==> src/rtl/setclr_pkg.sv <==
package setclr_pkg;

  typedef enum logic [3:0] {
    SEL_NONE,
    SEL_CMD,
    SEL_MODE,
    SEL_SSET,
    SEL_SCLR,
    SEL_SRD,
    SEL_MSET,
    SEL_MCLR,
    SEL_MRD
  } reg_sel_e;

  // Next value of a set/clear bit vector: software set, then software clear,
  // then hardware set on top so that an event is never lost.
  function automatic logic [63:0] setclr_next(
    input logic [63:0] cur,
    input logic [63:0] sw_set,
    input logic [63:0] sw_clr,
    input logic [63:0] hw_set
  );
    return ((cur | sw_set) & ~sw_clr) | hw_set;
  endfunction

  // Interrupt source: any enabled pending bit.
  function automatic logic any_masked(
    input logic [63:0] stat,
    input logic [63:0] mask
  );
    return |(stat & mask);
  endfunction

endpackage

==> src/rtl/setclr_decode.sv <==
module setclr_decode
  import setclr_pkg::*;
#(
  parameter int unsigned ADDR_W   = 8,
  parameter int unsigned OFS_CMD  = 'h00,
  parameter int unsigned OFS_MODE = 'h04,
  parameter int unsigned OFS_SSET = 'h10,
  parameter int unsigned OFS_SCLR = 'h14,
  parameter int unsigned OFS_SRD  = 'h18,
  parameter int unsigned OFS_MSET = 'h20,
  parameter int unsigned OFS_MCLR = 'h24,
  parameter int unsigned OFS_MRD  = 'h28
) (
  input  logic              bus_sel,
  input  logic              bus_wr,
  input  logic [ADDR_W-1:0] bus_addr,
  output reg_sel_e          sel,
  output logic              wr_cmd,
  output logic              wr_mode,
  output logic              wr_sset,
  output logic              wr_sclr,
  output logic              wr_mset,
  output logic              wr_mclr,
  output logic              rd_go
);

  localparam logic [ADDR_W-1:0] W_CMD  = ADDR_W'(OFS_CMD  >> 2);
  localparam logic [ADDR_W-1:0] W_MODE = ADDR_W'(OFS_MODE >> 2);
  localparam logic [ADDR_W-1:0] W_SSET = ADDR_W'(OFS_SSET >> 2);
  localparam logic [ADDR_W-1:0] W_SCLR = ADDR_W'(OFS_SCLR >> 2);
  localparam logic [ADDR_W-1:0] W_SRD  = ADDR_W'(OFS_SRD  >> 2);
  localparam logic [ADDR_W-1:0] W_MSET = ADDR_W'(OFS_MSET >> 2);
  localparam logic [ADDR_W-1:0] W_MCLR = ADDR_W'(OFS_MCLR >> 2);
  localparam logic [ADDR_W-1:0] W_MRD  = ADDR_W'(OFS_MRD  >> 2);

  logic [ADDR_W-1:0] word_idx;
  logic              wr_go;

  // Word-only access: drop the byte lane bits.
  assign word_idx = bus_addr >> 2;
  assign wr_go    = bus_sel & bus_wr;
  assign rd_go    = bus_sel & ~bus_wr;

  always_comb begin
    if      (word_idx == W_CMD)  sel = SEL_CMD;
    else if (word_idx == W_MODE) sel = SEL_MODE;
    else if (word_idx == W_SSET) sel = SEL_SSET;
    else if (word_idx == W_SCLR) sel = SEL_SCLR;
    else if (word_idx == W_SRD)  sel = SEL_SRD;
    else if (word_idx == W_MSET) sel = SEL_MSET;
    else if (word_idx == W_MCLR) sel = SEL_MCLR;
    else if (word_idx == W_MRD)  sel = SEL_MRD;
    else                         sel = SEL_NONE;
  end

  assign wr_cmd  = wr_go && (sel == SEL_CMD);
  assign wr_mode = wr_go && (sel == SEL_MODE);
  assign wr_sset = wr_go && (sel == SEL_SSET);
  assign wr_sclr = wr_go && (sel == SEL_SCLR);
  assign wr_mset = wr_go && (sel == SEL_MSET);
  assign wr_mclr = wr_go && (sel == SEL_MCLR);

endmodule

==> src/rtl/setclr_bank.sv <==
module setclr_bank
  import setclr_pkg::*;
#(
  parameter int unsigned W     = 8,
  parameter bit          HW_EN = 1'b1
) (
  input  logic         clk,
  input  logic         rst_n,
  input  logic         set_en,
  input  logic         clr_en,
  input  logic [W-1:0] wbits,
  input  logic [W-1:0] hw_set,
  output logic [W-1:0] q
);

  logic [W-1:0] sw_set;
  logic [W-1:0] sw_clr;
  logic [W-1:0] hw_eff;
  logic [W-1:0] nxt;
  logic [63:0]  nxt_wide;

  assign sw_set = set_en ? wbits : '0;
  assign sw_clr = clr_en ? wbits : '0;

  generate
    if (HW_EN) begin : g_hw
      assign hw_eff = hw_set;
    end else begin : g_nohw
      assign hw_eff = hw_set & '0;
    end
  endgenerate

  assign nxt_wide = setclr_next(64'(q), 64'(sw_set), 64'(sw_clr), 64'(hw_eff));
  assign nxt      = nxt_wide[W-1:0];

  always_ff @(posedge clk or negedge rst_n) begin
    if (!rst_n) q <= '0;
    else        q <= nxt;
  end

endmodule

==> src/rtl/setclr_pulse.sv <==
module setclr_pulse #(
  parameter int unsigned W = 4
) (
  input  logic         clk,
  input  logic         rst_n,
  input  logic         fire,
  input  logic [W-1:0] bits,
  output logic [W-1:0] pulse
);

  always_ff @(posedge clk or negedge rst_n) begin
    if (!rst_n)    pulse <= '0;
    else if (fire) pulse <= bits;
    else           pulse <= '0;
  end

endmodule

==> src/rtl/setclr_regfile.sv <==
module setclr_regfile
  import setclr_pkg::*;
#(
  parameter int unsigned DATA_W   = 32,
  parameter int unsigned ADDR_W   = 8,
  parameter int unsigned NUM_CMD  = 4,
  parameter int unsigned NUM_STAT = 8,
  parameter int unsigned MODE_W   = 8,
  parameter int unsigned OFS_CMD  = 'h00,
  parameter int unsigned OFS_MODE = 'h04,
  parameter int unsigned OFS_SSET = 'h10,
  parameter int unsigned OFS_SCLR = 'h14,
  parameter int unsigned OFS_SRD  = 'h18,
  parameter int unsigned OFS_MSET = 'h20,
  parameter int unsigned OFS_MCLR = 'h24,
  parameter int unsigned OFS_MRD  = 'h28
) (
  input  logic                clk,
  input  logic                rst_n,
  input  logic                bus_sel,
  input  logic                bus_wr,
  input  logic [ADDR_W-1:0]   bus_addr,
  input  logic [DATA_W-1:0]   bus_wdata,
  output logic [DATA_W-1:0]   bus_rdata,
  input  logic [NUM_STAT-1:0] hw_event,
  output logic [NUM_CMD-1:0]  cmd_pulse,
  output logic                irq_out
);

  reg_sel_e            sel;
  logic                ev_cmd_wr;
  logic                ev_mode_wr;
  logic                ev_sset_wr;
  logic                ev_sclr_wr;
  logic                ev_mset_wr;
  logic                ev_mclr_wr;
  logic                ev_rd;
  logic [MODE_W-1:0]   mode_q;
  logic [NUM_STAT-1:0] stat_q;
  logic [NUM_STAT-1:0] mask_q;

  setclr_decode #(
    .ADDR_W  (ADDR_W),
    .OFS_CMD (OFS_CMD),
    .OFS_MODE(OFS_MODE),
    .OFS_SSET(OFS_SSET),
    .OFS_SCLR(OFS_SCLR),
    .OFS_SRD (OFS_SRD),
    .OFS_MSET(OFS_MSET),
    .OFS_MCLR(OFS_MCLR),
    .OFS_MRD (OFS_MRD)
  ) u_dec (
    .bus_sel (bus_sel),
    .bus_wr  (bus_wr),
    .bus_addr(bus_addr),
    .sel     (sel),
    .wr_cmd  (ev_cmd_wr),
    .wr_mode (ev_mode_wr),
    .wr_sset (ev_sset_wr),
    .wr_sclr (ev_sclr_wr),
    .wr_mset (ev_mset_wr),
    .wr_mclr (ev_mclr_wr),
    .rd_go   (ev_rd)
  );

  setclr_pulse #(.W(NUM_CMD)) u_cmd (
    .clk  (clk),
    .rst_n(rst_n),
    .fire (ev_cmd_wr),
    .bits (bus_wdata[NUM_CMD-1:0]),
    .pulse(cmd_pulse)
  );

  always_ff @(posedge clk or negedge rst_n) begin
    if (!rst_n)          mode_q <= '0;
    else if (ev_mode_wr) mode_q <= bus_wdata[MODE_W-1:0];
  end

  setclr_bank #(.W(NUM_STAT), .HW_EN(1'b1)) u_stat (
    .clk   (clk),
    .rst_n (rst_n),
    .set_en(ev_sset_wr),
    .clr_en(ev_sclr_wr),
    .wbits (bus_wdata[NUM_STAT-1:0]),
    .hw_set(hw_event),
    .q     (stat_q)
  );

  setclr_bank #(.W(NUM_STAT), .HW_EN(1'b0)) u_mask (
    .clk   (clk),
    .rst_n (rst_n),
    .set_en(ev_mset_wr),
    .clr_en(ev_mclr_wr),
    .wbits (bus_wdata[NUM_STAT-1:0]),
    .hw_set(hw_event),
    .q     (mask_q)
  );

  assign irq_out = any_masked(64'(stat_q), 64'(mask_q));

  always_comb begin
    bus_rdata = '0;
    if (ev_rd) begin
      unique case (sel)
        SEL_MODE: bus_rdata[MODE_W-1:0]   = mode_q;
        SEL_SRD:  bus_rdata[NUM_STAT-1:0] = stat_q;
        SEL_MRD:  bus_rdata[NUM_STAT-1:0] = mask_q;
        default:  bus_rdata = '0;
      endcase
    end
  end

endmodule

==> config.mk <==
export PLATFORM = sky130hd
export DESIGN_NAME = setclr_regfile
export DESIGN_NICKNAME = d
export VERILOG_FILES = /design/src/rtl/setclr_pkg.sv /design/src/rtl/setclr_decode.sv /design/src/rtl/setclr_bank.sv /design/src/rtl/setclr_pulse.sv /design/src/rtl/setclr_regfile.sv
export SDC_FILE = /design/constraint.sdc
export NUM_CORES = 1
export LEC_CHECK = 0
export CORE_ASPECT_RATIO = 0.8
export CORE_UTILIZATION = 25
export CTS_CLUSTER_DIAMETER = 200
export DETAILED_ROUTE_END_ITERATION = 12
export PLACE_DENSITY = 0.57
export SETUP_SLACK_MARGIN = 0.15
export SLEW_MARGIN = 20
export SYNTH_ARGS = -nofsm -noshare
export SYNTH_HDL_FRONTEND = slang
export SYNTH_SLANG_ARGS = --single-unit
export TNS_END_PERCENT = 5
==> constraint.sdc <==
create_clock -name clk -period 2.8 [get_ports clk]
set_input_delay 0.84 -clock clk [delete_from_list [all_inputs] [get_ports clk]]
set_output_delay 0.84 -clock clk [all_outputs]
set_load 0.1 [all_outputs]
# After elaboration in Yosys (flattened, before gate mapping)
# Cells that the tools add are included.
[word_totals]
latchBits = 0
mem_bits_ro = 0
reg_bits = 28
mem_bits_rw = 0
memories = 0
elab_cells = 53
out_inout_bits = 37
input_bits = 52
[op_classes]
div = 0
multipliers = 0
n_bitwise = 11
eq_ne = 15
mux = 15
n_reduce_logical = 8
add_sub_neg = 0
n_lt_le_gt_ge = 0
shift = 0
[op_table]
columns = ["cell", "n"]
rows = [
  ["64-bit OR reduction", 1],
  ["8-bit 2-to-1 mux", 5],
  ["4-bit 2-to-1 mux", 9],
  ["8-bit bitwise AND", 3],
  ["8-bit bitwise OR", 3],
  ["8-bit case mux with 3 select lines", 1],
  ["6-bit by 3-bit equality test with 1-bit output, second input constant", 3],
  ["6-bit by 4-bit equality test with 1-bit output, second input constant", 3],
  ["4-bit by 3-bit equality test with 1-bit output, second input constant", 4],
  ["8-bit inverter", 2],
  ["4-bit by 2-bit equality test with 1-bit output, second input constant", 2],
  ["8-bit zero test", 1],
  ["6-bit by 1-bit equality test with 1-bit output, second input constant", 1],
  ["1-bit logical AND", 6],
  ["4-bit by 1-bit equality test with 1-bit output, second input constant", 1],
  ["4-bit equality test, second input constant", 1],
  ["1-bit bitwise AND", 2],
  ["1-bit inverter", 1],
]

# Longest topological paths before layout
[depth]
word_depth = 15
ltp_mapped = 5
mapped_depth_nobuf = 3

# Cells and area by module
# Synthesis repeated with hierarchy kept, for this count alone.
[hier_totals]
hier_cells = 190
hier_area_um2 = 1859.3
[by_module_without_submodules]
columns = ["mod", "area_each_um2", "cells_each", "seq_area_each_um2", "instances"]
rows = [
  ["setclr_regfile", 845.8, 95, 200.2, 1],
  ["setclr_bank at u_stat", 365.4, 34, 200.2, 1],
  ["setclr_bank at u_mask", 356.6, 26, 200.2, 1],
  ["setclr_decode", 166.4, 27, 0.0, 1],
  ["setclr_pulse", 125.1, 8, 100.1, 1],
]

# Worst setup path after synthesis
# No wires, ideal clock.
[synth_timing]
path_kind = "in2out"
from = "input bus_addr[5]"
to = "output bus_rdata[0]"
path_slack_ns = -1.394
path_stages = 3
required_time_ns = 1.960
arrival_time_ns = 3.354
n_path_buf = 0
path_cell_list = "nor4b_2 > o311ai_1 > a21oi_1"
[synth_between]
elab_chain_len = 12
elab_cells_between_ends = 21
cone_classes = "10 x eq/ne; 10 x mux; 1 x reduce/logical"
[synth_lines]
columns = ["element", "line_no", "text"]
rows = [
  ["start, declared", "setclr_regfile.sv:22", "input logic [ADDR_W-1:0] bus_addr,"],
  ["6-bit by 4-bit equality test with 1-bit output", "setclr_decode.sv:52", "else if (word_idx == W_MRD) sel = SEL_MRD;"],
  ["4-bit 2-to-1 mux", "setclr_decode.sv:52", ""],
  ["4-bit 2-to-1 mux", "setclr_decode.sv:51", "else if (word_idx == W_MCLR) sel = SEL_MCLR;"],
  ["4-bit 2-to-1 mux", "setclr_decode.sv:50", "else if (word_idx == W_MSET) sel = SEL_MSET;"],
  ["4-bit 2-to-1 mux", "setclr_decode.sv:49", "else if (word_idx == W_SRD) sel = SEL_SRD;"],
  ["4-bit 2-to-1 mux", "setclr_decode.sv:48", "else if (word_idx == W_SCLR) sel = SEL_SCLR;"],
  ["4-bit 2-to-1 mux", "setclr_decode.sv:47", "else if (word_idx == W_SSET) sel = SEL_SSET;"],
  ["4-bit 2-to-1 mux", "setclr_decode.sv:46", "else if (word_idx == W_MODE) sel = SEL_MODE;"],
  ["4-bit 2-to-1 mux (*)", "setclr_decode.sv:45", "if (word_idx == W_CMD) sel = SEL_CMD;"],
  ["4-bit equality test, or another cell as far along", "setclr_regfile.sv:104", "unique case (sel)"],
  ["8-bit case mux with 3 select lines (*)", "setclr_regfile.sv:104", ""],
  ["8-bit 2-to-1 mux (*)", "setclr_regfile.sv:103", "if (ev_rd) begin"],
  ["end, declared", "setclr_regfile.sv:24", "output logic [DATA_W-1:0] bus_rdata,"],
]
# Every way passes the cells marked *; elsewhere a longest branch is shown, timed or not.

# Worst setup path in the final report
[layout_timing]
from = "input bus_addr[2]"
to = "output bus_rdata[2]"
# Same word-level chain as after synthesis.

==> results.yml <==
status:
  status: "finished with violations"
  violations: "DRC, setup timing"
die:
  core_um2: 7030
  die_w_um: 98.5
  row_count: 27
  ios: 89
  start_util_pct: 26.5
  die_h_um: 79.2
  die_area_um2: 7790
worst_setup_path:
  critPathArrivalTime_ps: 2110
  crit_path_max_fanout: 8
  ff2ff_path_depth: 1
  r2r-end: "mode_q[3]$_DFFE_PN0P_"
  ff2ff_setup_slack_ps: 2030
  critPathKind: "in -> out"
  timing.critical_path.to: "bus_rdata[2]"
  critical_path.startpoint: "bus_addr[2]"
  cp.required_ps: 1960
  r2r-start: "mode_q[3]$_DFFE_PN0P_"
  cp-start-kind: "input port"
  end_kind: "output port"
cts:
  h-tree-depth: 1
  clock_latency_ps: 280
  cts-root-buf: "clkbuf_8"
  clkSinkCount: 28
  cts_buffer_depth: 2
  clk_pin_slew_ps: 100
  numCtsBuffers: 3
  cts_tree: "built"
layout:
  n_fill_cell: 705
  regArea_um2: 701
  area_delta_synth_final_pct: 51.9
  multi_input_area_um2: 1190
  fin_area_um2: 2830
  finalNetCount: 308
  fin_util_pct: 40.2
  fin_cells: 342
  final_layout_size_suffix_gt1_share_pct: 33.7
  diodes: 0
drt:
  via_per_inst: 4.73
  post-route-drc-count: 3
  first_pass_iters: 11
  wl_per_cell_um: 15.6
  ant_nets: 0
  vias: 1616
  wl_um: 5330
  drt_iter0_markers: 89
global_route:
  grt_pass1_wl_um: 8800
  antenna_found_initial: 0
  grt.total_usage_pct: 14.6
  grt_pass1_vias: 1649
  overflow: 0
  grt_start_max_net_pins: 29
hold_path:
  hold_class: "reg -> reg"
  hp-start: "mode_q[5]$_DFFE_PN0P_"
sta:
  setup-violations-final: 8
  hold_ws_ps: 515
  maxSlewViolCount: 0
  rsz0062_at_grt: "yes"
  fin_crit_sh_pct: 105
  setup_slack_ps: -148
  finClkSkew_ps: 0
  fmax_ghz: 0.339
  fin_tns_setup_ps: -1110
  final_hold_viol_count: 0
  period_needed_ps: 2950
power:
  leakage_nw: 1.25
  peakVddDrop_v: 0.000254
  p_per_area_nw_per_um2: 380
  power.total_mw: 1.07
logic_synthesis:
  synthCells: 193
  syn-cell-area_um2: 1860
  avgSynthCellArea_um2: 9.64
  ys_seq_area_share_pct: 37.7
  ys_types: 31
  synth_warnings: 0
  ys_ff_latch: 28
placement:
  io_buffers: 38
  hpwlAfterDp_um: 3980
  dp_slack_ps: -623
  dp_cells: 331
  post_dp_cell_area_um2: 2630
  place_congestion: 0.755
job:
  drv_cap: 0
[cells by family after synthesis]
family / share of synthesized area, %
AND/OR/NAND/NOR: 26.2
multiplexers: 9.15
flip-flops: 37.7
buffers and inverters: 13.7
AO/OA/AOI/OAI: 13.2
other: 0.202
[worst max-delay path: stages]
cell and delay (ps):
buf_6 100, buf_6 120, nor4bb_2 260, buf_4 160, o311ai_4 110, buf_12 170, a21oi_4 150, buf_12 190
[layer usage]
layer  GRT usage (%)  wire (µm)
met5               0          0
met2            23.9       2450
met1            20.0       2630
met4            2.84         30
met3            2.90        220
[cell usage in the layout, fill, tap and decap left out, drive strengths merged]
| master | instances |
|---|---|
| a21oi | 8 |
| a22oi | 4 |
| and2 | 4 |
| and3b | 16 |
| buf | 50 |
| clkbuf | 4 |
| clkdlybuf4s50 | 18 |
| conb | 24 |
| dfrtp | 28 |
| dlygate4sd2 | 3 |
| inv | 7 |
| mux2 | 8 |
| mux2i | 8 |
| nand2 | 1 |
| nand3 | 8 |
| nand4 | 2 |
| nand4b | 9 |
| nor2 | 9 |
| nor2b | 10 |
| nor4 | 1 |
| nor4b | 2 |
| nor4bb | 3 |
| o21ai | 9 |
| o311ai | 1 |
| o31ai | 8 |
| o41ai | 7 |
| or3 | 1 |
| or4 | 1 |
| or4b | 1 |
[how the worst min path moves through the flow]
| stage | end | slack (ps) | cells past startpoint |
|---|---|---|---|
| final | mode_q[5]$_DFFE_PN0P_ | 520 | 1 |
| after global routing | mode_q[1]$_DFFE_PN0P_ | 530 | 1 |
| after CTS | mode_q[3]$_DFFE_PN0P_ | 520 | 1 |
| after detailed placement | mode_q[3]$_DFFE_PN0P_ | 490 | 1 |
| after global placement | mode_q[3]$_DFFE_PN0P_ | 490 | 1 |
| after floorplan | mode_q[0]$_DFFE_PN0P_ | 480 | 1 |
[where the power goes]
part / leakage, nW / internal, mW / switching, mW
Clock: 0.0288 / 0.126 / 0.136
Sequential: 0.344 / 0.423 / 0.0122
Combinational: 0.879 / 0.106 / 0.270
[registers in the layout, indices dropped and copies added (netlist names)]
signal and flops:
mode_q 8, u_cmd.pulse 4, u_mask.q 8, u_stat.q 8
[Yosys cell counts]
| library cell | count | area (µm²) |
|---|---|---|
| buf_4 | 24 | 180 |
| nor2b_1 | 10 | 62.6 |
| mux2i_1 | 8 | 80.1 |
| nand4_1 | 1 | 6.26 |
| buf_2 | 1 | 5.00 |
| or4b_1 | 1 | 10.0 |
| nor4bb_1 | 3 | 30.0 |
| and2_1 | 4 | 25.0 |
| nor4b_1 | 1 | 8.76 |
| clkbuf_2 | 1 | 5.00 |
| nor4b_2 | 1 | 15.0 |
| nand3_1 | 8 | 40.0 |
| o311ai_1 | 1 | 8.76 |
| or3_1 | 1 | 6.26 |
| inv_1 | 7 | 26.3 |
| a22oi_1 | 4 | 30.0 |
| nand4b_1 | 9 | 78.8 |
| nand2_1 | 1 | 3.75 |
| nor4_1 | 1 | 6.26 |
| o41ai_1 | 7 | 61.3 |
| or4_1 | 1 | 7.51 |
| o21ai_0 | 9 | 45.0 |
| nor2_1 | 9 | 33.8 |
| dfrtp_1 | 28 | 701 |
| a21oi_1 | 8 | 40.0 |
| clkbuf_1 | 10 | 37.5 |
| conb_1 | 1 | 3.75 |
| o31ai_1 | 8 | 60.1 |
| nand4_2 | 1 | 12.5 |
| and3b_1 | 16 | 140 |
| mux2_2 | 8 | 90.1 |
[layout make-up]
class	count	share of cell area, %
inverter	7	0.930
multi-input combinational	145	42.2
clock buffer	4	1.95
timing repair buffer	71	26.3
sequential	28	24.8
tap	87	3.85
[timing repair]
item                       CTS  global route
gates resized for setup     46            10
setup buffers                6             1
setup endpoints to repair    8             8
hold buffers                 0             0
pin swaps                   11             5
Note: power is estimated with default switching activity, not from simulation.
